$ cat config.mk
export PLATFORM = sky130hd
export DESIGN_NAME = sram_zt_core
export DESIGN_NICKNAME = d
export VERILOG_FILES = /design/src/rtl/sram_zt_pkg.sv /design/src/rtl/sram_zt_burst.sv /design/src/rtl/sram_zt_sleep.sv /design/src/rtl/sram_zt_array.sv /design/src/rtl/sram_zt_core.sv
export SDC_FILE = /design/constraint.sdc
export NUM_CORES = 1
export LEC_CHECK = 0
export BUFFER_PORTS_ARGS = -buffer_cell sky130_fd_sc_hd__buf_2
export CORE_ASPECT_RATIO = 0.5
export CORE_UTILIZATION = 55
export DETAILED_ROUTE_END_ITERATION = 16
export PLACE_DENSITY_LB_ADDON = 0.25
export SLEW_MARGIN = 20
export SYNTH_ARGS = -nofsm -noshare
export SYNTH_HDL_FRONTEND = slang
export SYNTH_SLANG_ARGS = --single-unit
$ cat constraint.sdc
create_clock -name clk -period 5.47 [get_ports clk]
set_input_delay 1.094 -clock clk [delete_from_list [all_inputs] [get_ports clk]]
set_output_delay 1.094 -clock clk [all_outputs]
set_load 0.05 [all_outputs]
$ cat src/rtl/sram_zt_pkg.sv
package sram_zt_pkg;
  typedef enum logic [1:0] {
    OP_IDLE  = 2'd0,
    OP_READ  = 2'd1,
    OP_WRITE = 2'd2
  } zt_op_e;
endpackage

$ cat src/rtl/sram_zt_burst.sv
// Two-bit burst address generator: loads a base address, then steps
// the low two bits in linear or interleaved order on each continue.
module sram_zt_burst #(
  parameter int ADDR_W = 6
) (
  input  logic              clk,
  input  logic              rst_n,
  input  logic              step_en,
  input  logic              load,
  input  logic              ilv,
  input  logic [ADDR_W-1:0] addr_in,
  output logic [ADDR_W-1:0] addr_out
);
  logic [ADDR_W-1:0] base_q, base_d;
  logic [1:0]        cnt_q, cnt_d, cnt_inc, low;

  always_comb begin
    cnt_inc = cnt_q + 2'd1;
    low     = ilv ? (base_q[1:0] ^ cnt_inc) : (base_q[1:0] + cnt_inc);
    addr_out = load ? addr_in : {base_q[ADDR_W-1:2], low};
    base_d = base_q;
    cnt_d  = cnt_q;
    if (step_en) begin
      if (load) begin
        base_d = addr_in;
        cnt_d  = 2'd0;
      end else begin
        cnt_d  = cnt_inc;
      end
    end
  end

  always_ff @(posedge clk or negedge rst_n) begin
    if (!rst_n) begin
      base_q <= '0;
      cnt_q  <= '0;
    end else begin
      base_q <= base_d;
      cnt_q  <= cnt_d;
    end
  end
endmodule

$ cat src/rtl/sram_zt_sleep.sv
// Sleep sequencer: a two-stage delay on the request, then a recovery
// window after wake-up during which writes are refused.
module sram_zt_sleep #(
  parameter int REC_CYC = 2
) (
  input  logic clk,
  input  logic rst_n,
  input  logic sleep_req,
  output logic asleep,
  output logic recovering
);
  localparam int RW = $clog2(REC_CYC + 1);

  logic          req1_q, req2_q;
  logic [RW-1:0] rec_q, rec_d;

  always_comb begin
    rec_d = rec_q;
    if (req2_q)                rec_d = RW'(REC_CYC);
    else if (rec_q != '0)      rec_d = rec_q - RW'(1);
  end

  always_ff @(posedge clk or negedge rst_n) begin
    if (!rst_n) begin
      req1_q <= 1'b0;
      req2_q <= 1'b0;
      rec_q  <= '0;
    end else begin
      req1_q <= sleep_req;
      req2_q <= req1_q;
      rec_q  <= rec_d;
    end
  end

  assign asleep     = req2_q;
  assign recovering = ~req2_q & (rec_q != '0);
endmodule

$ cat src/rtl/sram_zt_array.sv
// Storage with per-byte write and a read port that overlays in-flight
// late-write bytes when asked to.
module sram_zt_array #(
  parameter int ADDR_W = 6,
  parameter int NBYTES = 2,
  parameter int BYTE_W = 9
) (
  input  logic                     clk,
  input  logic                     wr_en,
  input  logic [ADDR_W-1:0]        wr_addr,
  input  logic [NBYTES-1:0]        wr_be,
  input  logic [NBYTES*BYTE_W-1:0] wr_data,
  input  logic [ADDR_W-1:0]        rd_addr,
  input  logic                     fwd_en,
  input  logic [NBYTES-1:0]        fwd_be,
  input  logic [NBYTES*BYTE_W-1:0] fwd_data,
  output logic [NBYTES*BYTE_W-1:0] rd_data
);
  localparam int DEPTH  = 1 << ADDR_W;
  localparam int WORD_W = NBYTES * BYTE_W;

  logic [WORD_W-1:0] mem_q [DEPTH];
  logic [WORD_W-1:0] raw;

  always_ff @(posedge clk) begin
    for (int b = 0; b < NBYTES; b++) begin
      if (wr_en && wr_be[b])
        mem_q[wr_addr][b*BYTE_W +: BYTE_W] <= wr_data[b*BYTE_W +: BYTE_W];
    end
  end

  assign raw = mem_q[rd_addr];

  for (genvar g = 0; g < NBYTES; g++) begin : g_byte
    assign rd_data[g*BYTE_W +: BYTE_W] = (fwd_en && fwd_be[g]) ?
        fwd_data[g*BYTE_W +: BYTE_W] : raw[g*BYTE_W +: BYTE_W];
  end
endmodule

$ cat src/rtl/sram_zt_core.sv
module sram_zt_core
  import sram_zt_pkg::*;
#(
  parameter  int ADDR_W = 6,
  parameter  int NBYTES = 2,
  parameter  int BYTE_W = 9,
  localparam int WORD_W = NBYTES * BYTE_W
) (
  input  logic              clk,
  input  logic              rst_n,
  input  logic              flow_mode,
  input  logic              cke_n,
  input  logic              sel1_n,
  input  logic              sel2,
  input  logic              sel3_n,
  input  logic              burst_cont,
  input  logic              we_n,
  input  logic [NBYTES-1:0] bw_n,
  input  logic [ADDR_W-1:0] addr,
  input  logic [WORD_W-1:0] wdata,
  input  logic              burst_ilv,
  input  logic              oe_n,
  input  logic              sleep_req,
  output logic [WORD_W-1:0] rdata,
  output logic              rdata_oe
);
  logic              asleep, recovering, core_en, selected;
  logic [ADDR_W-1:0] acc_addr;
  zt_op_e            acc_op;
  zt_op_e            last_q, last_d, s1_op_q, s1_op_d, s2_op_q, s2_op_d;
  logic [ADDR_W-1:0] s1_addr_q, s1_addr_d, s2_addr_q, s2_addr_d;
  logic [NBYTES-1:0] s1_be_q, s1_be_d, s2_be_q, s2_be_d;
  logic [WORD_W-1:0] dout_q, dout_d, rd_word;
  logic              wr_en, fwd_en, drive;
  logic [ADDR_W-1:0] wr_addr;
  logic [NBYTES-1:0] wr_be;

  sram_zt_sleep #(.REC_CYC(2)) u_sleep (
    .clk(clk), .rst_n(rst_n), .sleep_req(sleep_req),
    .asleep(asleep), .recovering(recovering)
  );

  assign core_en  = ~cke_n & ~asleep;
  assign selected = ~sel1_n & sel2 & ~sel3_n;

  sram_zt_burst #(.ADDR_W(ADDR_W)) u_burst (
    .clk(clk), .rst_n(rst_n), .step_en(core_en), .load(~burst_cont),
    .ilv(burst_ilv), .addr_in(addr), .addr_out(acc_addr)
  );

  // Access decode: load picks the type from the selects and we_n,
  // continue repeats the previous type; recovery turns writes into idle.
  always_comb begin
    if (!burst_cont) acc_op = selected ? (we_n ? OP_READ : OP_WRITE) : OP_IDLE;
    else             acc_op = last_q;
    if (recovering && acc_op == OP_WRITE) acc_op = OP_IDLE;
  end

  // Next state, all gated by the core clock enable.
  always_comb begin
    last_d    = last_q;
    s1_op_d   = s1_op_q;
    s1_addr_d = s1_addr_q;
    s1_be_d   = s1_be_q;
    s2_op_d   = s2_op_q;
    s2_addr_d = s2_addr_q;
    s2_be_d   = s2_be_q;
    dout_d    = dout_q;
    if (core_en) begin
      last_d    = acc_op;
      s1_op_d   = acc_op;
      s1_addr_d = acc_addr;
      s1_be_d   = ~bw_n;
      s2_op_d   = s1_op_q;
      s2_addr_d = s1_addr_q;
      s2_be_d   = s1_be_q;
      dout_d    = rd_word;
    end
  end

  always_ff @(posedge clk or negedge rst_n) begin
    if (!rst_n) begin
      last_q    <= OP_IDLE;
      s1_op_q   <= OP_IDLE;
      s1_addr_q <= '0;
      s1_be_q   <= '0;
      s2_op_q   <= OP_IDLE;
      s2_addr_q <= '0;
      s2_be_q   <= '0;
      dout_q    <= '0;
    end else begin
      last_q    <= last_d;
      s1_op_q   <= s1_op_d;
      s1_addr_q <= s1_addr_d;
      s1_be_q   <= s1_be_d;
      s2_op_q   <= s2_op_d;
      s2_addr_q <= s2_addr_d;
      s2_be_q   <= s2_be_d;
      dout_q    <= dout_d;
    end
  end

  // Late write: commit from stage 1 (single late) or stage 2 (double late).
  always_comb begin
    if (flow_mode) begin
      wr_en   = core_en & (s1_op_q == OP_WRITE);
      wr_addr = s1_addr_q;
      wr_be   = s1_be_q;
    end else begin
      wr_en   = core_en & (s2_op_q == OP_WRITE);
      wr_addr = s2_addr_q;
      wr_be   = s2_be_q;
    end
  end

  assign fwd_en = ~flow_mode & (s2_op_q == OP_WRITE) & (s2_addr_q == s1_addr_q);

  sram_zt_array #(.ADDR_W(ADDR_W), .NBYTES(NBYTES), .BYTE_W(BYTE_W)) u_array (
    .clk(clk), .wr_en(wr_en), .wr_addr(wr_addr), .wr_be(wr_be), .wr_data(wdata),
    .rd_addr(s1_addr_q), .fwd_en(fwd_en), .fwd_be(s2_be_q), .fwd_data(wdata),
    .rd_data(rd_word)
  );

  assign drive    = flow_mode ? (s1_op_q == OP_READ) : (s2_op_q == OP_READ);
  assign rdata_oe = drive & ~oe_n & ~asleep;
  assign rdata    = flow_mode ? rd_word : dout_q;
endmodule

Yosys cells after proc, flatten, opt, wreduce, memory -nomap -nowiden --
Memories as Yosys holds them, arrays and structs flattened. Cells that the tools add are included.
Operators by class: add/subtract/negate cells 3, equality and inequality tests 6, multiplexer cells 20, bitwise operators 19, reduce and logical (&&, ||, !) cells 8
Operator list (count):
- 2-to-1 mux 18 bit | 1
- 2-to-1 mux 2 bit | 9
- 2-to-1 mux 9 bit | 2
- 2-to-1 mux 6 bit | 2
- AND 1 bit | 10
- NOT 1 bit | 7
- == test 2 bit, second input constant | 3
- == test 6 bit | 1
- 2-to-1 mux 1 bit | 6
- logical AND 1 bit | 5
- == test 2 x 1 -> 1 bit, second input constant | 2
- nonzero test 2 bit | 2
- adder 2 x 1 -> 2 bit, second input constant | 1
- adder 2 bit | 1
- NOT 2 bit | 1
- AND reduction 2 bit | 1
- subtractor 2 x 1 -> 2 bit, second input constant | 1
- bitwise XOR 2 bit | 1
Storage, ports and cells: register bits after elaboration 50, bits in writable memories 1152, bits of input ports 38, output and inout bits 19, logic and storage cells 69, memories kept 1
Memory list:
- u_array.mem_q | words 64, width 18, rd ports 1, clocked after Yosys merged registers in 0, write ports 1, line sram_zt_array.sv:22 | logic [WORD_W-1:0] mem_q [DEPTH];

Depth between registers and ports, before layout --
depth in word-level cells 8, gate-level depth with buffers 12, depth with buffers taken out 8

Cells and area by module --
A second synthesis with hierarchy kept.
Second synthesis, totals: cells, all modules 2623, area total of the unflattened synthesis 47918.5 um^2
Modules (own cells, without submodules):
- sram_zt_array | times used 1, cells each 2368, area an instance 45414.8 um^2, sequential area each 34593.2 um^2
- sram_zt_core | times used 1, cells each 208, area an instance 1904.3 um^2, sequential area each 950.9 um^2
- sram_zt_burst | times used 1, cells each 34, area an instance 441.7 um^2, sequential area each 200.2 um^2
- sram_zt_sleep | times used 1, cells each 13, area an instance 157.7 um^2, sequential area each 100.1 um^2

Worst setup path after synthesis --
No wires, ideal clock.
kind input-to-output, start point input port flow_mode, end point output port rdata_oe, arrival time 3197 ps, required time 4376 ps, slack 1179 ps, stages on the path 5, path buffers 3, cell sequence buf_1 clkbuf_1 clkbuf_1 a31oi_1 nor3_1
Between the ends: cells in the longest elaborated chain, start to end 3
RTL lines:
- from (decl) | line sram_zt_core.sv:11 | input logic flow_mode,
- 2-to-1 mux 1 bit | line sram_zt_core.sv:124 | assign drive = flow_mode ? (s1_op_q == OP_READ) : (s2_op_q == OP_READ);
- AND 1 bit (2 in series) | line sram_zt_core.sv:125 | assign rdata_oe = drive & ~oe_n & ~asleep;
- to (decl) | line sram_zt_core.sv:25 | output logic rdata_oe
Every way passes these cells.

Final worst setup path --
start point register s1_addr_q[1], end point output port rdata[9]
Between the ends: cells in the longest elaborated chain, start to end 5, elaborated cells on any way between the ends 6, classes of those cells 1 x eq/ne; 2 x mux; 1 x bitwise; 1 x reduce/logical; 1 x memory
RTL lines:
- from (decl) | line sram_zt_core.sv:31 | logic [ADDR_W-1:0] s1_addr_q, s1_addr_d, s2_addr_q, s2_addr_d;
- from (signal assigned) | line sram_zt_core.sv:94 | s1_addr_q <= s1_addr_d;
- parallel branches: the longest is 3 deep, another holds memory read (64 x 18 bit)
- 2-to-1 mux 9 bit * | line sram_zt_array.sv:35 | assign rd_data[g*BYTE_W +: BYTE_W] = (fwd_en && fwd_be[g]) ?
- 2-to-1 mux 18 bit * | line sram_zt_core.sv:126 | assign rdata = flow_mode ? rd_word : dout_q;
- to (decl) | line sram_zt_core.sv:24 | output logic [WORD_W-1:0] rdata,
Mark *: on every way between the ends.

==> summary.md <==
| Metric | Value |
|---|---|
| Status | finished, final reports clean |
| Layout fillers | ~5700 |
| Startpoint class of the critical path | flip-flop |
| Slew Limit Fails | 0 |
| CP Cell Sequence | buf_12, buf_12, mux4_2, nor2b_1, a211oi_1, a2111oi_1, a22oi_1, a21oi_1, buf_2 |
| Area post-placement | between 40000 and 50000 µm² |
| Compound-Gate Fraction of Synth Area | just over 3% |
| Top post-synthesis cells by count | edfxtp_1, mux4_2, nor2_1 |
| Pwr per Cell Area | 403 nW/µm² |
| Vias per cell | roughly 6.5 |
| Htree depth | 3 |
| Root Driver | clkbuf_16 |
| Synth Area in XOR/XNOR | less than 1% |
| Worst-margin pin slew | approximately 0.96 ns |
| Final GP Congestion | roughly 0.88 |
| Fin crit share | between 90% and 100% |
| Top-Level Pins | between 50 and 60 |
| Slowest stage delay, CP | 0.92 ns |
| Final wirelength | 113 mm |
| Main flop type after synthesis | edfxtp_1 |
| Most common cell on crit path | buf_12 |
| EDFF count, synth | 1152 |
| Total GRT Usage | around a quarter |
| Layout cells sized above 1 | between 20% and 30% |
| Avg Cell Area, Syn | ~20 µm² |
| Crit-path slowest cell | dfrtp_4 |
| Postcts setup bufs | 0 |
| Post-route cell area | between 50000 and 60000 µm² |
| CP Class | reg2out |
| Fmax achieved | roughly 190 MHz |
| CP top delay family | compound AO/OA/AOI/OAI gates |
| Final Net Count | approximately 2600 |
| Setup TNS | 0 ns |
| Sequential-to-total area share from yosys stat | between 70% and 80% |
| Clock Path Buffers | 3 |
| Clk sinks | 1202 |
| Vias | between 20000 and 25000 |
| Placeable Area | approximately 84000 µm² |
| Inserted Clock Buffers | between 100 and 150 |
| Top-area cell type share of the netlist area | 73.5% |
| Hold/Removal Path Class | in2async |
| Worst-path clk slew | 0.07 ns |
| Initial Util | a little under three fifths |
| #FFs+latches synth | 1202 |
| Die X | 416 µm |
| Synth area leader | edfxtp_1 |
| Combinational family with the most area after synthesis | multiplexers |
| First-pass GRT wire length | roughly 160 mm |
| Area of the mapped netlist | 47100 µm² |
| Post-Synth Adder-Cell Area | less than 1% |
| Fin Clk Skew | roughly 0.046 ns |
| Multi-input logic area | approximately 11000 µm² |
| Seq. cell area | 35900 µm² |
| Std cell rows | 75 |
| Clk_lat worst skew | between 0.7 and 0.8 ns |
| Crit path max fanout | 34 |
| Post-synth ARST share | under 10% |
| CP Data Arrival Time | 4.18 ns |
| DRC | 0 |
| Hpwl dp | roughly 69 mm |
| CP Depth | 9 |
| Synth Area in Simple Gates | around 3.2% |
| CTS tree | yes |
| Unrepaired setup endpoints after global routing | false |
| Setup-failing EPs final | 0 |
| WP buf/inv | 3 |
| Hold slack | roughly 0.28 ns |
| Largest net degree at the start of global routing | around 110 |
| Max-Cap Viols | 0 |
| Worst IR drop on VDD | approximately 0.26 mV |
| Area delta synth->final | 13.2% |
| Largest cells by area after synthesis | edfxtp_1, mux4_2, dfrtp_1, mux2i_1, nor2_1 |
| Most common cell in the netlist | edfxtp_1 |
| Antenna violations before repair | 0 |
| Post-synthesis mux area share | roughly 16% |
| DRT Pass-1 Iters | 7 |
| Leakage power | between 15 and 20 nW |
| Post-route ant nets | 0 |
| Synth Instances | around 2300 |
| Worst setup EP type | output pin |
| Yosys cell types | 56 |
| Die area | around 87000 µm² |
| Final hold violation count | 0 |
| 1st-iter DRT viols | 3068 |
| Grt ovf | 0 |
| Routed wire per std cell | around 30 µm |
| Vias in the first global route | around 24000 |
| Syn nets | 2343 |
| Port bufs | between 50 and 60 |
| Crit path required time | about 4.4 ns |
| Die height | between 200 and 250 µm |
| Worst Reg-to-Reg Cells | 5 |
| Tmin final | between 5 and 6 ns |
| Synthesis Warnings | 0 |
| Slew HR | 36.1% |
## cell usage in the layout, fill, tap and decap left out, types with 15 or more instances in the layout
master        n
nand2_1      88
nor2_1      155
buf_4       201
buf_2        48
clkbuf_16   101
mux2i_1      79
clkinv_2     17
clkbuf_1     19
bufinv_16    16
a21oi_1      38
mux2_2       34
o21ai_0      45
dfrtp_1      46
edfxtp_1   1152
o22ai_1      35
o21ai_1      20
and2_1       15
a22oi_1      37
mux4_2      267
clkinv_1     18
nand3_1      35
## worst reg2reg max path, delay by kind of cell (launching register included)
family          cells  cell delay, ns
compound gates      1            0.30
flops               1            0.81
simple gates        4            2.55
## per-stage QoR
| step | setup slack [ns] | total power, mW | util [%] | cells |
|---|---|---|---|---|
| after floorplan | 1.18 | 12.8 | - | 2303 |
| after global placement | 0.735 | 14.0 | 59.1 | 3560 |
| after global routing | 0.0801 | 22.0 | 63.2 | 3750 |
| after CTS | 0.156 | 21.5 | 63.2 | 3750 |
| after detailed placement | 0.776 | 14.0 | 59.1 | 3560 |
| final | 0.197 | 21.5 | 63.2 | 3751 |
## final cells by class
type / instances / share of cell area, %
Inverter: 10 / 0.0705
Clock buffer: 123 / 4.96
Sequential cell: 1202 / 67.3
Timing Repair Buffer: 260 / 3.70
Clock inverter: 67 / 1.58
Multi-Input combinational cell: 972 / 19.8
Tap cell: 1116 / 2.62
Antenna cell: 1 / 0.00470
## power breakdown
group / total, mW / switching, mW / leakage (nW) / internal (mW)
clock: 7.61 / 3.36 / 1.70 / 4.24
combinational: 3.53 / 2.06 / 4.46 / 1.46
sequential: 10.3 / 0.156 / 11.0 / 10.2
total: 21.5 / 5.58 / 17.1 / 15.9
## logic make-up (layout without fill, tap and decap cells)
| logic type | count (synthesis) | count (layout) |
|---|---|---|
| compound gates | 228 | 228 |
| xor+xnor | 10 | 10 |
| fa+ha+maj | 2 | 2 |
| buf+inv | 129 | 460 |
| flops | 1202 | 1202 |
| mux | 390 | 390 |
| other cells | 0 | 1 |
| simple gates | 342 | 342 |
## flip-flops by register name (all words and copies together), names as in the netlist
name / count
u_array.mem_q: 1152
dout_q: 18
s1_addr_q: 6
s2_addr_q: 6
u_burst.base_q: 6
s1_be_q: 2
s1_op_q: 2
s2_be_q: 2
s2_op_q: 2
u_burst.cnt_q: 2
u_sleep.rec_q: 2
u_sleep.asleep: 1
u_sleep.req1_q: 1
## layer usage
| layer | share of wire, % | wire, µm | global-route usage [%] | vias to the layer above |
|---|---|---|---|---|
| met4 | 2.8 | 3200 | 8.00 | 0 |
| met3 | 9.4 | 10600 | 5.00 | 179 |
| met5 | 0 | 0 | 0 | - |
| met2 | 46 | 52400 | 39.9 | 1343 |
| met1 | 41 | 46700 | 39.6 | 12700 |
| li1 | - | - | - | 10000 |
## repair_timing
action,4_1_cts,5_1_grt
gates resized for setup,1,0
endpoints found under the setup margin,1,0
hold buffers,0,0
## worst paths after layout
| kind | slack [ns] | end | start |
|---|---|---|---|
| max | 0.20 | rdata[9] | s1_addr_q[1]$_DFFE_PN0P_ |
| min | 0.28 | dout_q[7]$_DFFE_PN0P_ | rst_n |
| max reg2reg | 1.43 | u_array.mem_q[31][7]$_DFFE_PP_ | s1_addr_q[0]$_DFFE_PN0P_ |
| min reg2reg | 0.36 | u_sleep.asleep$_DFF_PN0_ | u_sleep.req1_q$_DFF_PN0_ |
| max in group asynchronous | 4.24 | s1_addr_q[2]$_DFFE_PN0P_ | rst_n |
| min in group clk | 0.36 | u_sleep.asleep$_DFF_PN0_ | u_sleep.req1_q$_DFF_PN0_ |
Power figures use the tool's default switching activity.
